## config.mk

```make
export PLATFORM = sky130hd
export DESIGN_NAME = ext_irq_ctrl
export DESIGN_NICKNAME = d
export VERILOG_FILES = /design/src/rtl/ext_irq_pkg.sv /design/src/rtl/ext_irq_sync.sv /design/src/rtl/ext_irq_cfg_regs.sv /design/src/rtl/ext_irq_trigger.sv /design/src/rtl/ext_irq_ctrl.sv
export SDC_FILE = /design/constraint.sdc
export NUM_CORES = 1
export LEC_CHECK = 0
export BUFFER_PORTS_ARGS = -buffer_cell sky130_fd_sc_hd__buf_2
export CORE_UTILIZATION = 57
export CTS_BUF_LIST = sky130_fd_sc_hd__clkbuf_4
export CTS_CLUSTER_DIAMETER = 200
export DETAILED_ROUTE_END_ITERATION = 10
export GPL_TIMING_DRIVEN = 0
export PLACE_DENSITY = 0.95
export SKIP_LAST_GASP = 1
export SYNTH_ARGS = -nofsm -noshare
export SYNTH_HDL_FRONTEND = slang
export SYNTH_HIERARCHICAL = 1
export SYNTH_SLANG_ARGS = --single-unit
export TNS_END_PERCENT = 1
```

## constraint.sdc

```tcl
create_clock -name clk -period 2.3 [get_ports clk]
set_input_delay 0.46 -clock clk [delete_from_list [all_inputs] [get_ports clk]]
set_output_delay 0.46 -clock clk [all_outputs]
set_load 0.1 [all_outputs]
```

## src/rtl/ext_irq_pkg.sv

```systemverilog
package ext_irq_pkg;

  localparam int REG_W        = 32;
  localparam int PINS_PER_REG = 4;

  // field base positions inside a configuration word
  localparam int CLR_LSB   = 0;
  localparam int SENSE_LSB = 4;
  localparam int BOTH_LSB  = 8;
  localparam int LEVEL_LSB = 12;
  localparam int EN_LSB    = 16;

  typedef struct packed {
    logic level;
    logic sense;
    logic both;
    logic en;
  } pin_cfg_t;

  typedef enum logic [2:0] {
    TRIG_FALL = 3'd0,
    TRIG_RISE = 3'd1,
    TRIG_LOW  = 3'd2,
    TRIG_HIGH = 3'd3,
    TRIG_BOTH = 3'd4
  } trig_e;

  // level decides the class first; both-edge only matters in edge class
  function automatic trig_e trig_decode(pin_cfg_t c);
    if (c.level)
      return c.sense ? TRIG_HIGH : TRIG_LOW;
    else if (c.both)
      return TRIG_BOTH;
    else
      return c.sense ? TRIG_RISE : TRIG_FALL;
  endfunction

endpackage

```

## src/rtl/ext_irq_sync.sv

```systemverilog
module ext_irq_sync #(
  parameter int W      = 6,
  parameter int STAGES = 2
) (
  input  logic         clk,
  input  logic         rst_n,
  input  logic [W-1:0] d,
  output logic [W-1:0] q_now,
  output logic [W-1:0] q_prev
);

  localparam int DEPTH = STAGES + 1;

  logic [W-1:0] chain [DEPTH];

  always_ff @(posedge clk) begin
    if (!rst_n) begin
      for (int i = 0; i < DEPTH; i++) chain[i] <= '0;
    end else begin
      chain[0] <= d;
      for (int i = 1; i < DEPTH; i++) chain[i] <= chain[i-1];
    end
  end

  // last synchroniser stage and one extra history stage for edge finding
  assign q_now  = chain[STAGES-1];
  assign q_prev = chain[STAGES];

endmodule

```

## src/rtl/ext_irq_cfg_regs.sv

```systemverilog
module ext_irq_cfg_regs
  import ext_irq_pkg::*;
#(
  parameter int NUM_PINS = 6,
  parameter int ADDR_W   = 1
) (
  input  logic              clk,
  input  logic              rst_n,
  input  logic              cfg_wr,
  input  logic [ADDR_W-1:0] cfg_addr,
  input  logic [REG_W-1:0]  cfg_wdata,
  output logic [REG_W-1:0]  cfg_rdata,
  output pin_cfg_t          cfg_out [NUM_PINS],
  output logic [NUM_PINS-1:0] clr_pulse
);

  pin_cfg_t cfg_q [NUM_PINS];

  for (genvar p = 0; p < NUM_PINS; p++) begin : g_pin
    localparam int WORD = p / PINS_PER_REG;
    localparam int FLD  = p % PINS_PER_REG;

    logic hit;
    assign hit = cfg_wr && (cfg_addr == ADDR_W'(WORD));

    always_ff @(posedge clk) begin
      if (!rst_n) begin
        // default trigger: active-low level, disabled
        cfg_q[p] <= '{level: 1'b1, sense: 1'b0, both: 1'b0, en: 1'b0};
      end else if (hit) begin
        cfg_q[p].sense <= cfg_wdata[SENSE_LSB + FLD];
        cfg_q[p].both  <= cfg_wdata[BOTH_LSB  + FLD];
        cfg_q[p].level <= cfg_wdata[LEVEL_LSB + FLD];
        cfg_q[p].en    <= cfg_wdata[EN_LSB    + FLD];
      end
    end

    assign clr_pulse[p] = hit && cfg_wdata[CLR_LSB + FLD];
    assign cfg_out[p]   = cfg_q[p];
  end

  always_comb begin
    cfg_rdata = '0;
    for (int p = 0; p < NUM_PINS; p++) begin
      if (cfg_addr == ADDR_W'(p / PINS_PER_REG)) begin
        cfg_rdata[SENSE_LSB + (p % PINS_PER_REG)] = cfg_q[p].sense;
        cfg_rdata[BOTH_LSB  + (p % PINS_PER_REG)] = cfg_q[p].both;
        cfg_rdata[LEVEL_LSB + (p % PINS_PER_REG)] = cfg_q[p].level;
        cfg_rdata[EN_LSB    + (p % PINS_PER_REG)] = cfg_q[p].en;
      end
    end
  end

endmodule

```

## src/rtl/ext_irq_trigger.sv

```systemverilog
module ext_irq_trigger
  import ext_irq_pkg::*;
#(
  parameter int NUM_PINS = 6
) (
  input  logic                clk,
  input  logic                rst_n,
  input  logic [NUM_PINS-1:0] smp_now,
  input  logic [NUM_PINS-1:0] smp_prev,
  input  pin_cfg_t            cfg_in [NUM_PINS],
  input  logic [NUM_PINS-1:0] clr_pulse,
  output logic [NUM_PINS-1:0] edge_hit,
  output logic [NUM_PINS-1:0] pend_q,
  output logic [NUM_PINS-1:0] irq_req
);

  for (genvar p = 0; p < NUM_PINS; p++) begin : g_pin
    trig_e mode;
    logic  level_hit;

    assign mode = trig_decode(cfg_in[p]);

    always_comb begin
      unique case (mode)
        TRIG_BOTH: edge_hit[p] = smp_now[p] ^ smp_prev[p];
        TRIG_RISE: edge_hit[p] = smp_now[p] & ~smp_prev[p];
        TRIG_FALL: edge_hit[p] = ~smp_now[p] & smp_prev[p];
        default:   edge_hit[p] = 1'b0;
      endcase
    end

    assign level_hit = ((mode == TRIG_HIGH) &  smp_now[p]) |
                       ((mode == TRIG_LOW)  & ~smp_now[p]);

    // a fresh edge outranks a clear arriving on the same edge
    always_ff @(posedge clk) begin
      if (!rst_n)            pend_q[p] <= 1'b0;
      else if (edge_hit[p])  pend_q[p] <= 1'b1;
      else if (clr_pulse[p]) pend_q[p] <= 1'b0;
    end

    assign irq_req[p] = cfg_in[p].en &
                        (level_hit | (pend_q[p] & ~cfg_in[p].level));
  end

endmodule

```

## src/rtl/ext_irq_ctrl.sv

```systemverilog
module ext_irq_ctrl
  import ext_irq_pkg::*;
#(
  parameter int NUM_PINS    = 6,
  parameter int SYNC_STAGES = 2,
  parameter int ADDR_W      = 1
) (
  input  logic                clk,
  input  logic                rst_n,
  input  logic [NUM_PINS-1:0] pin_in,
  input  logic                cfg_wr,
  input  logic [ADDR_W-1:0]   cfg_addr,
  input  logic [31:0]         cfg_wdata,
  output logic [31:0]         cfg_rdata,
  output logic [NUM_PINS-1:0] irq_req
);

  logic [NUM_PINS-1:0] smp_now;
  logic [NUM_PINS-1:0] smp_prev;
  logic [NUM_PINS-1:0] clr_pulse;
  logic [NUM_PINS-1:0] edge_hit;
  logic [NUM_PINS-1:0] pend_q;
  logic [NUM_PINS-1:0] en_vec;
  logic [NUM_PINS-1:0] lvl_vec;
  pin_cfg_t            pin_cfg [NUM_PINS];

  ext_irq_sync #(
    .W      (NUM_PINS),
    .STAGES (SYNC_STAGES)
  ) u_sync (
    .clk    (clk),
    .rst_n  (rst_n),
    .d      (pin_in),
    .q_now  (smp_now),
    .q_prev (smp_prev)
  );

  ext_irq_cfg_regs #(
    .NUM_PINS (NUM_PINS),
    .ADDR_W   (ADDR_W)
  ) u_regs (
    .clk       (clk),
    .rst_n     (rst_n),
    .cfg_wr    (cfg_wr),
    .cfg_addr  (cfg_addr),
    .cfg_wdata (cfg_wdata),
    .cfg_rdata (cfg_rdata),
    .cfg_out   (pin_cfg),
    .clr_pulse (clr_pulse)
  );

  ext_irq_trigger #(
    .NUM_PINS (NUM_PINS)
  ) u_trig (
    .clk       (clk),
    .rst_n     (rst_n),
    .smp_now   (smp_now),
    .smp_prev  (smp_prev),
    .cfg_in    (pin_cfg),
    .clr_pulse (clr_pulse),
    .edge_hit  (edge_hit),
    .pend_q    (pend_q),
    .irq_req   (irq_req)
  );

  for (genvar p = 0; p < NUM_PINS; p++) begin : g_vec
    assign en_vec[p]  = pin_cfg[p].en;
    assign lvl_vec[p] = pin_cfg[p].level;
  end

endmodule

```

==> results_dict.tcl <==
set metrics [dict create \
    drtPass1Iterations 5 \
    slew_headroom_pct 48.6 \
    core_region_area_um2 4140 \
    grtUsageTotal_pct 23.5 \
    setup_violations 0 \
    path_class "reg2out" \
    clockPowerShare_pct 19.4 \
    area_delta_synth_final_pct 16.9 \
    route.antenna.remaining_nets 0 \
    grt_max_degree 22 \
    wl_um 5070 \
    antenna_found_initial 0 \
    cap_violations 0 \
    post_drt_wl_per_cell_um 13.8 \
    synthCells 244 \
    setup.worst_path.end_class "output pin" \
    insertion_delay_ps 370 \
    dieHeight_um 68.9 \
    intPower_mw 1.22 \
    finalHoldViolCount 0 \
    io_pins 80 \
    holdWs_ps 304 \
    switchingPower_uw 789 \
    remaining_drc_errors 0 \
    crit_required_ps 1840 \
    cts_root_buf "clkbuf_4" \
    rsz0062_at_grt "no" \
    clock_skew_ps 20.1 \
    vias_per_cell 5.08 \
    htreeDepth 2 \
    status "finished clean" \
    grt.overflow.total 0 \
    utilization_pct 71.9 \
    cp_max_fo 4 \
    min_path_type "in2reg" \
    fillCellCount 337 \
    worst_setup_path_start_kind "flip-flop" \
    finalMaxSlewViolations 0 \
    drt_iter0_markers 81 \
    power_per_cell_area_nw_per_um2 674 \
    cts_setup_buffers 0 \
    path_clk_slew_ps 140 \
    cts_buffers 5 \
    diodes 0 \
    place_hpwl_um 3890 \
    place.gp.congestion 0.770 \
    die_w_um 68.9 \
    cts.sinks 48 \
    cp.arrival_ps 1660 \
    drive_gt1_share_pct 38.4 \
    leakage_nw 1.38 \
    io_buffers 51 \
    fin_crit_sh_pct 92.3 \
    nNetsFinal 371 \
    vias 1871 \
    syn_avg_cell_area_um2 10.4 \
    cts_resized 0 \
    grt_pass1_vias 1749 \
    max_freq_ghz 0.471 \
    cts_tree "yes" \
    peakVddDrop_uv 456 \
    power.share.sequential_pct 49.9 \
    p_sw_share_pct 39.3 \
    start_util_pct 61.5 \
    final_area_um2 2980 \
    grt_pass1_wl_um 7800 \
    die-area_um2 4740 \
    rows 23 \
    combPwrFrac_pct 30.8 \
    dpl-instance-area_um2 2920 \
    yosysWarnings 6 \
    netlist_area_um2 2550 \
    holdBufCountCts 0 \
    worst_pin_slew_ps 769 \
    clockBufferDepth 2 \
    fin_crit_ps 2120 \
]
[final cells by class]
| class | instances | area (um^2) | share of cell area (%) |
|---|---|---|---|
| tap | 50 | 62.6 | 2.10 |
| clock inverter | 3 | 18.8 | 0.630 |
| timing repair buffer | 51 | 255 | 8.57 |
| buffer | 34 | 254 | 8.53 |
| inverter | 12 | 45.0 | 1.51 |
| sequential | 48 | 1200 | 40.3 |
| multi-input combinational | 165 | 1100 | 37.1 |
| clock buffer | 5 | 37.5 | 1.26 |
[flip-flops by register name (all words and copies together) (netlist names)]
name	flops
u_regs/cfg_q	24
u_trig/pend_q	6
u_sync/chain	18
[final timing paths]
kind	start	end	slack, ps	cells past startpoint
hold reg to reg	u_sync/chain[0][4]$_SDFF_PN0_	u_sync/chain[0][10]$_SDFF_PN0_	460	1
setup reg to reg	u_sync/chain[0][9]$_SDFF_PN0_	u_trig/pend_q[3]$_SDFFE_PN0P_	1060	6
hold / removal	pin_in[1]	u_sync/chain[0][1]$_SDFF_PN0_	300	2
setup / recovery	u_regs/cfg_q[0][2]$_DFFE_PP_	irq_req[0]	180	3
[power groups by stage]
stage	registers, mW	logic [mW]	clock network, mW
floorplan	1.00	0.524	0
global placement	1.01	0.605	0
detailed placement	1.02	0.616	0
CTS	1.00	0.617	0.396
global route	1.01	0.648	0.429
finish	1.00	0.617	0.388
[placed cells by master, fill, tap and decap left out, drive strengths merged]
master	count
and3	8
buf	85
nand3b	20
o21ai	12
xor2	6
clkbuf	5
conb	16
ha	12
inv	12
nand2b	1
clkinv	3
nand2	23
nor2b	17
mux2	8
a211oi	6
nor2	12
edfxtp	24
nand3	2
and2	22
dfxtp	24
[through the flow]
stage | setup slack, ps | power, mW | setup TNS, ps | std cells
after floorplan | -121 | 1.53 | -1580 | 259
after global placement | 357 | 1.62 | 0 | 360
after detailed placement | 264 | 1.64 | 0 | 360
after CTS | 195 | 2.01 | 0 | 368
after global routing | 111 | 2.09 | 0 | 368
final | 178 | 2.01 | 0 | 368
[critical path, stage by stage, from the launching register on]
cell      delay, ps
edfxtp_1        490
xor2_1          180
o21ai_1         180
buf_2           450
[per-layer routing]
metal	vias up	part of all wire (%)	GRT usage [%]
met5	-	0	0
met1	861	41	27.3
met3	13	7.5	5.10
met2	86	50	41.0
li1	911	-	-
met4	0	2.1	11.0
(Power assumes the default switching activity.)
